## src/rtl/baud_tick_gen_pkg.sv

```systemverilog
package baud_tick_gen_pkg;
  typedef enum logic [1:0] {
    SRC_SYSCLK = 2'd0,
    SRC_PRESC  = 2'd1,
    SRC_RSVD   = 2'd2,
    SRC_EXTPIN = 2'd3
  } src_sel_e;
endpackage

```

## src/rtl/bg_prescale.sv

```systemverilog
module bg_prescale #(
  parameter int DIV = 8
) (
  input  logic clk,
  input  logic rst_n,
  output logic tick_o
);
  localparam int CW = (DIV > 1) ? $clog2(DIV) : 1;
  localparam logic [CW-1:0] LAST = CW'(DIV - 1);

  logic [CW-1:0] cnt_q, cnt_d;

  always_comb begin
    cnt_d = (cnt_q == LAST) ? '0 : cnt_q + CW'(1);
  end

  always_ff @(posedge clk or negedge rst_n) begin
    if (!rst_n) cnt_q <= '0;
    else        cnt_q <= cnt_d;
  end

  assign tick_o = (cnt_q == LAST);

  // the prescaler never emits two enables in a row
  assert_presc_spaced_R4: assert property (@(posedge clk) disable iff (!rst_n)
    tick_o |=> !tick_o);
endmodule

```

## src/rtl/bg_edge_sync.sv

```systemverilog
module bg_edge_sync (
  input  logic clk,
  input  logic rst_n,
  input  logic pin_i,
  output logic rise_o
);
  logic [2:0] sh_q, sh_d;

  always_comb begin
    sh_d = {sh_q[1:0], pin_i};
  end

  always_ff @(posedge clk or negedge rst_n) begin
    if (!rst_n) sh_q <= '0;
    else        sh_q <= sh_d;
  end

  assign rise_o = sh_q[1] & ~sh_q[2];

  assert_edge_single_R5: assert property (@(posedge clk) disable iff (!rst_n)
    rise_o |=> !rise_o);
endmodule

```

## src/rtl/bg_divider.sv

```systemverilog
module bg_divider #(
  parameter int CW = 16
) (
  input  logic          clk,
  input  logic          rst_n,
  input  logic          src_tick_i,
  input  logic [CW-1:0] cd_i,
  input  logic          over8_i,
  output logic          samp_o,
  output logic          reload_o,
  output logic          over8_o
);
  logic [CW-1:0] cnt_q, cnt_d, cd_q, cd_d;
  logic          over_q, over_d, samp_q, samp_d, rel_q, rel_d;
  logic          cfg_change;

  assign cfg_change = (cd_i != cd_q) || (over8_i != over_q);

  always_comb begin
    cnt_d  = cnt_q;
    cd_d   = cd_q;
    over_d = over_q;
    samp_d = 1'b0;
    rel_d  = 1'b0;
    if (src_tick_i) begin
      if (cfg_change) begin
        cnt_d  = '0;
        cd_d   = cd_i;
        over_d = over8_i;
        rel_d  = 1'b1;
      end else if (cd_q != '0) begin
        if (cnt_q == cd_q - CW'(1)) begin
          cnt_d  = '0;
          samp_d = 1'b1;
        end else begin
          cnt_d = cnt_q + CW'(1);
        end
      end
    end
  end

  always_ff @(posedge clk or negedge rst_n) begin
    if (!rst_n) begin
      cnt_q  <= '0;
      cd_q   <= '0;
      over_q <= 1'b0;
      samp_q <= 1'b0;
      rel_q  <= 1'b0;
    end else begin
      cnt_q  <= cnt_d;
      cd_q   <= cd_d;
      over_q <= over_d;
      samp_q <= samp_d;
      rel_q  <= rel_d;
    end
  end

  assign samp_o   = samp_q;
  assign reload_o = rel_q;
  assign over8_o  = over_q;

  assert_cnt_bound_R9: assert property (@(posedge clk) disable iff (!rst_n)
    (cd_q != '0) |-> (cnt_q < cd_q));
  assert_samp_needs_src_R2: assert property (@(posedge clk) disable iff (!rst_n)
    samp_o |-> $past(src_tick_i));
  assert_zero_div_silent_R7: assert property (@(posedge clk) disable iff (!rst_n)
    samp_o |-> ($past(cd_i) != '0));
endmodule

```

## src/rtl/bg_oversamp.sv

```systemverilog
module bg_oversamp #(
  parameter int RATIO_HI = 16,
  parameter int RATIO_LO = 8
) (
  input  logic clk,
  input  logic rst_n,
  input  logic samp_i,
  input  logic reload_i,
  input  logic over8_i,
  input  logic sync_i,
  output logic baud_o
);
  localparam int CNTW = $clog2(RATIO_HI);

  logic [CNTW-1:0] cnt_q, cnt_d, last;
  logic            baud_q, baud_d;

  assign last = over8_i ? CNTW'(RATIO_LO - 1) : CNTW'(RATIO_HI - 1);

  always_comb begin
    cnt_d  = cnt_q;
    baud_d = 1'b0;
    if (sync_i) begin
      cnt_d  = '0;
      baud_d = samp_i;
    end else if (reload_i) begin
      cnt_d = '0;
    end else if (samp_i) begin
      if (cnt_q >= last) begin
        cnt_d  = '0;
        baud_d = 1'b1;
      end else begin
        cnt_d = cnt_q + CNTW'(1);
      end
    end
  end

  always_ff @(posedge clk or negedge rst_n) begin
    if (!rst_n) begin
      cnt_q  <= '0;
      baud_q <= 1'b0;
    end else begin
      cnt_q  <= cnt_d;
      baud_q <= baud_d;
    end
  end

  assign baud_o = baud_q;

  assert_baud_after_samp_R3: assert property (@(posedge clk) disable iff (!rst_n)
    baud_o |-> $past(samp_i));
  assert_sync_bypass_R8: assert property (@(posedge clk) disable iff (!rst_n)
    $past(sync_i) |-> (baud_o == $past(samp_i)));
endmodule

```

## src/rtl/baud_tick_gen.sv

```systemverilog
module baud_tick_gen
  import baud_tick_gen_pkg::*;
#(
  parameter int DIV_W    = 16,
  parameter int PRESC    = 8,
  parameter int RATIO_HI = 16,
  parameter int RATIO_LO = 8
) (
  input  logic             clk,
  input  logic             rst_n,
  input  logic [1:0]       src_sel,
  input  logic [DIV_W-1:0] divisor,
  input  logic             over8,
  input  logic             sync_mode,
  input  logic             ext_clk,
  output logic             samp_tick,
  output logic             baud_tick
);
  logic [1:0] rsync_q;
  logic       rst_i;
  logic       pre_tick, ext_rise, src_tick, reload, over_lat;

  always_ff @(posedge clk or negedge rst_n) begin
    if (!rst_n) rsync_q <= 2'b00;
    else        rsync_q <= {rsync_q[0], 1'b1};
  end
  assign rst_i = rsync_q[1];

  bg_prescale #(.DIV(PRESC)) u_presc (
    .clk(clk), .rst_n(rst_i), .tick_o(pre_tick)
  );

  bg_edge_sync u_ext (
    .clk(clk), .rst_n(rst_i), .pin_i(ext_clk), .rise_o(ext_rise)
  );

  always_comb begin
    case (src_sel_e'(src_sel))
      SRC_SYSCLK: src_tick = 1'b1;
      SRC_PRESC:  src_tick = pre_tick;
      SRC_EXTPIN: src_tick = ext_rise;
      default:    src_tick = 1'b0;
    endcase
  end

  bg_divider #(.CW(DIV_W)) u_div (
    .clk(clk), .rst_n(rst_i), .src_tick_i(src_tick), .cd_i(divisor),
    .over8_i(over8), .samp_o(samp_tick), .reload_o(reload), .over8_o(over_lat)
  );

  bg_oversamp #(.RATIO_HI(RATIO_HI), .RATIO_LO(RATIO_LO)) u_os (
    .clk(clk), .rst_n(rst_i), .samp_i(samp_tick), .reload_i(reload),
    .over8_i(over_lat), .sync_i(sync_mode), .baud_o(baud_tick)
  );

  assert_reserved_silent_R6: assert property (@(posedge clk) disable iff (!rst_i)
    samp_tick |-> ($past(src_sel) != 2'd2));
  assert_reset_quiet_R1: assert property (@(posedge clk)
    !rst_i |-> (!samp_tick && !baud_tick));
endmodule

```

## config.mk

```make
export PLATFORM = sky130hd
export DESIGN_NAME = baud_tick_gen
export DESIGN_NICKNAME = d
export VERILOG_FILES = /design/src/rtl/baud_tick_gen_pkg.sv /design/src/rtl/bg_prescale.sv /design/src/rtl/bg_edge_sync.sv /design/src/rtl/bg_divider.sv /design/src/rtl/bg_oversamp.sv /design/src/rtl/baud_tick_gen.sv
export SDC_FILE = /design/constraint.sdc
export NUM_CORES = 1
export LEC_CHECK = 0
export BUFFER_PORTS_ARGS = -buffer_cell sky130_fd_sc_hd__buf_2
export CORE_MARGIN = 2
export CORE_UTILIZATION = 60
export CTS_CLUSTER_DIAMETER = 50
export DETAILED_ROUTE_END_ITERATION = 7
export GPL_ROUTABILITY_DRIVEN = 0
export GPL_TIMING_DRIVEN = 0
export PLACE_DENSITY = 0.86
export REMOVE_ABC_BUFFERS = 1
export SYNTH_ARGS = -nofsm -noshare
export SYNTH_HDL_FRONTEND = slang
export SYNTH_SLANG_ARGS = --single-unit
```

## constraint.sdc

```tcl
create_clock -name clk -period 3 [get_ports clk]
set_input_delay 0.3 -clock clk [delete_from_list [all_inputs] [get_ports clk]]
set_output_delay 0.3 -clock clk [all_outputs]
set_load 0.05 [all_outputs]
```

==> impl_metrics.xml <==
<?xml version="1.0" encoding="UTF-8"?>
<metrics>
  <group name="critical_path">
    <metric name="critical_path_peak_fanout" unit="">8</metric>
    <metric name="crit_path_capture_type" unit="">flop</metric>
    <metric name="arrival_time_of_the_worst_setup_path" unit="ns">3.19</metric>
    <metric name="regToRegStartpoint" unit="">u_div.cd_q[4]</metric>
    <metric name="largest_incremental_delay_on_the_critical_path" unit="ns">0.62</metric>
    <metric name="r2r.worst_path.cells" unit="">10</metric>
    <metric name="crit_path_start_kind" unit="">flop</metric>
    <metric name="critical_path.slowest_cell" unit="">or4_4</metric>
    <metric name="rrSetupSlack" unit="ns">0.05</metric>
    <metric name="capture_point_of_the_worst_reg_to_reg_path" unit="">u_div.cnt_q[3]</metric>
    <metric name="worst_ep_required_time" unit="ns">3.24</metric>
    <metric name="worstSetupPathType" unit="">flop to flop</metric>
    <metric name="crit_chain" unit="">or4_4, or4_4, and2_4, o2111ai_2, nor4_4, buf_4, nor4_4, buf_4, buf_12, a22o_1</metric>
  </group>
  <group name="yosys">
    <metric name="synth.cell_area" unit="µm²">3080</metric>
    <metric name="dominantRegCellSynth" unit="">dfrtp_1</metric>
    <metric name="asyncSetResetFlopFracSynth" unit="%">100</metric>
    <metric name="synth_top_area_cell" unit="">dfrtp_1</metric>
    <metric name="synth_cell_type_count" unit="">55</metric>
    <metric name="yosys.area.top_type_share" unit="%">38.9</metric>
    <metric name="synth_area_leaders" unit="">dfrtp_1 39%, xnor2_1 6.5%, mux2_2 5.5%</metric>
    <metric name="seq_area_frac_synth" unit="%">38.9</metric>
    <metric name="syn_area_per_cell" unit="µm²">9.98</metric>
    <metric name="post_synth_most_frequent_cells" unit="">48 x dfrtp_1, 23 x xnor2_1</metric>
    <metric name="number_of_flops_mapped_to_enable_cells_by_yosys" unit="">0</metric>
    <metric name="synth_seq_cells" unit="">48</metric>
    <metric name="yosysMostFrequentCell" unit="">dfrtp_1</metric>
    <metric name="yosys_warnings" unit="">0</metric>
    <metric name="post_synth_inst_count" unit="">309</metric>
  </group>
  <group name="sta">
    <metric name="post_route_clock_period_utilization" unit="%">98.4</metric>
    <metric name="skew" unit="ns">0.00369</metric>
    <metric name="layout_min_cycle_time" unit="ns">2.95</metric>
    <metric name="setup_viol" unit="">0</metric>
    <metric name="maxSlewViolCount" unit="">0</metric>
    <metric name="max_slew.worst_pin.slew" unit="ns">0.658</metric>
    <metric name="timing.final.hold_violations" unit="">0</metric>
    <metric name="post-route-worst-setup-slack" unit="ns">0.0475</metric>
    <metric name="worst_slew_margin_rel" unit="%">56.0</metric>
    <metric name="fmax" unit="MHz">339</metric>
  </group>
  <group name="floorplanning">
    <metric name="die_area" unit="µm²">5730</metric>
    <metric name="ioPinCount" unit="">25</metric>
    <metric name="die_height" unit="µm">75.7</metric>
    <metric name="die_x" unit="µm">75.7</metric>
    <metric name="core_area" unit="µm²">5040</metric>
    <metric name="initial_utilization" unit="%">61.2</metric>
    <metric name="rows" unit="">26</metric>
  </group>
  <group name="drt">
    <metric name="route.final.wire_length" unit="µm">7290</metric>
    <metric name="vias_per_cell" unit="">6.45</metric>
    <metric name="detail_route_antenna_nets" unit="">0</metric>
    <metric name="dr_total_vias" unit="">2640</metric>
    <metric name="violation_count_after_the_first_detailed_route_iteration" unit="">274</metric>
    <metric name="detail_route.wl_per_cell" unit="µm">17.8</metric>
    <metric name="post-route-drc-count" unit="">0</metric>
    <metric name="drtPass1Iterations" unit="">5</metric>
  </group>
  <group name="power">
    <metric name="swShare" unit="%">30.6</metric>
    <metric name="leak_pwr" unit="nW">1.51</metric>
    <metric name="p_int" unit="mW">1.02</metric>
    <metric name="pwr-share-seq" unit="%">51.2</metric>
    <metric name="share_of_power_burned_in_combinational_logic" unit="%">20.6</metric>
    <metric name="peakVddDrop" unit="V">0.000204</metric>
    <metric name="power.switching" unit="mW">0.449</metric>
    <metric name="p_clk_share" unit="%">28.2</metric>
    <metric name="total_power" unit="mW">1.47</metric>
    <metric name="power_per_cell_area" unit="nW/µm²">417</metric>
  </group>
  <group name="place">
    <metric name="post-place-ws" unit="ns">-0.498</metric>
    <metric name="dpl.hpwl" unit="µm">4810</metric>
    <metric name="input_output_buffers" unit="">24</metric>
    <metric name="post-place-cells" unit="">384</metric>
  </group>
  <group name="worst_hold_path">
    <metric name="holdCritPathClass" unit="">input pin to flop</metric>
    <metric name="holdPathStages" unit="">1</metric>
    <metric name="hold-path-endpoint" unit="">u_ext.sh_q[0]</metric>
    <metric name="source_of_the_worst_hold_timing_path" unit="">ext_clk</metric>
  </group>
  <group name="clocking">
    <metric name="clkTransAtPathRegs" unit="ns">0.09</metric>
    <metric name="cts_tree" unit="">yes</metric>
    <metric name="clock-sinks" unit="">48</metric>
    <metric name="clk_path_buf_depth" unit="">2</metric>
    <metric name="clock_tree.htree_level_count" unit="">2</metric>
    <metric name="cts_inserted_buffers" unit="">5</metric>
    <metric name="clk-insertion-delay-late" unit="ns">0.31</metric>
    <metric name="ctsRootBufferMaster" unit="">clkbuf_8</metric>
  </group>
  <group name="cells_and_area">
    <metric name="postLayoutCoreUtil" unit="%">69.7</metric>
    <metric name="n_fill_cell" unit="">326</metric>
    <metric name="antennaDiodeCount" unit="">0</metric>
    <metric name="drive_above_1_share" unit="%">28.0</metric>
    <metric name="area_growth" unit="%">14.0</metric>
    <metric name="final_cells" unit="">409</metric>
    <metric name="final_nets" unit="">367</metric>
  </group>
  <group name="global_routing">
    <metric name="grt_antenna_before_repair" unit="">0</metric>
    <metric name="first_pass_grt_wire_length" unit="µm">10800</metric>
    <metric name="first_global_vias" unit="">2268</metric>
    <metric name="largest_net_degree_at_the_start_of_global_routing" unit="">27</metric>
    <metric name="grt-ovfl-total" unit="">0</metric>
    <metric name="grt_use_total" unit="%">25.0</metric>
  </group>
  <group name="job">
    <metric name="max_cap_violations" unit="">0</metric>
  </group>
  <group name="run_status">
    <metric name="outcome" unit="">complete, no violations</metric>
  </group>
</metrics>
==> how the worst max path moves through the flow <==
| stage | slack (ns) | cells past startpoint | end | start |
|---|---|---|---|---|
| 2_1_floorplan | 0.11 | 9 | u_div.cnt_q[6] | u_div.cd_q[0] |
| 3_5_place_dp | -0.50 | 9 | u_div.cnt_q[11] | u_div.cd_q[0] |
| 5_1_grt | -0.06 | 7 | u_div.cd_q[3] | u_div.cd_q[0] |
| 4_1_cts | 0.06 | 9 | u_div.cnt_q[8] | u_div.cd_q[3] |
| 3_3_place_gp | -0.41 | 9 | u_div.cnt_q[8] | u_div.cd_q[0] |
| 6_report | 0.05 | 10 | u_div.cnt_q[3] | u_div.cd_q[4] |
==> routing by layer <==
metal  up-vias  global-route usage (%)  wire (µm)  share of wire (%)
met3        24                    4.76        346                4.7
met1      1300                    31.5       3000                 41
met4         0                    10.3        221                3.0
li1       1209                       -          -                  -
met5         -                       0          0                  0
met2       107                    42.3       3720                 51
==> cells by family (layout without fill, tap and decap cells) <==
logic type / after synthesis / count (layout) / share of synthesized area (%)
other cells: 1 / 1 / 0.122
xor+xnor: 31 / 31 / 8.80
flops: 48 / 48 / 38.9
mux: 16 / 16 / 5.80
simple gates: 118 / 118 / 23.7
fa+ha+maj: 6 / 6 / 2.43
buf+inv: 28 / 58 / 4.83
compound gates: 61 / 61 / 15.4
==> through the flow <==
| step | area (µm²) | setup TNS [ns] | hold WS (ns) |
|---|---|---|---|
| floorplan | 2970 | 0 | 0.00441 |
| global placement | 3170 | -6.15 | 0.0849 |
| detailed placement | 3190 | -7.56 | 0.0894 |
| CTS | 3340 | 0 | 0.0865 |
| global route | 3510 | -0.501 | 0.0797 |
| finish | 3510 | 0 | 0.0909 |
==> power groups by stage <==
stage          registers (mW)  logic [mW]  clock network [mW]
5_1_grt                 0.758       0.325               0.445
2_1_floorplan           0.746       0.181                   0
3_3_place_gp            0.765       0.228                   0
6_report                0.751       0.301               0.413
3_5_place_dp            0.763       0.248                   0
4_1_cts                 0.751       0.251               0.418
==> layout make-up <==
cell class / count / area [µm²] / share of cell area [%]
Sequential cell: 48 / 1210 / 34.5
Multi-Input combinational cell: 233 / 1790 / 50.9
Inverter: 8 / 30.0 / 0.854
Clock buffer: 6 / 82.6 / 2.35
Timing Repair Buffer: 42 / 300 / 8.54
Clock inverter: 2 / 15.0 / 0.427
Tap cell: 70 / 87.6 / 2.49
==> critical path: cells and delay by family (launching register included) <==
kind | cells | cell delay, ns
AOI/OAI and AO/OA | 2 | 0.24
buffers and inverters | 3 | 0.48
and+or+nand+nor | 5 | 1.70
DFF | 1 | 0.47
==> registers in the layout, indices dropped and copies added (netlist names) <==
signal / flops
u_div.over8_o: 1
u_div.samp_o: 1
u_ext.sh_q: 3
u_div.cnt_q: 16
u_presc.cnt_q: 3
u_os.cnt_q: 4
rsync_q: 2
u_div.cd_q: 16
u_div.reload_o: 1
u_os.baud_o: 1
==> cell usage in the layout, fill, tap and decap left out, types with 3 or more instances in the layout <==
cell type	count
a21oi_1	3
a22o_1	15
a31oi_1	4
and3_1	12
buf_2	24
buf_4	14
clkbuf_8	6
dfrtp_1	40
dfrtp_2	8
ha_1	5
inv_1	6
mux2_2	15
nand2_1	11
nand3_1	13
nand4_1	6
nor2_1	15
nor2b_1	13
nor3_1	13
nor4_1	5
nor4_4	4
o21ai_0	8
o31ai_1	15
or3_1	3
xnor2_1	23
xor2_1	8
==> timing repair <==
action | 4_1_cts | 5_1_grt
hold endpoints to repair | 2 | 0
setup buffers | 3 | 12
hold buffers | 1 | 0
endpoints found under the setup margin | 16 | 33
resized for setup | 1 | 19
cloned | 0 | 1
pin swaps | 2 | 4
No activity file was read; power rests on OpenSTA's default activity.
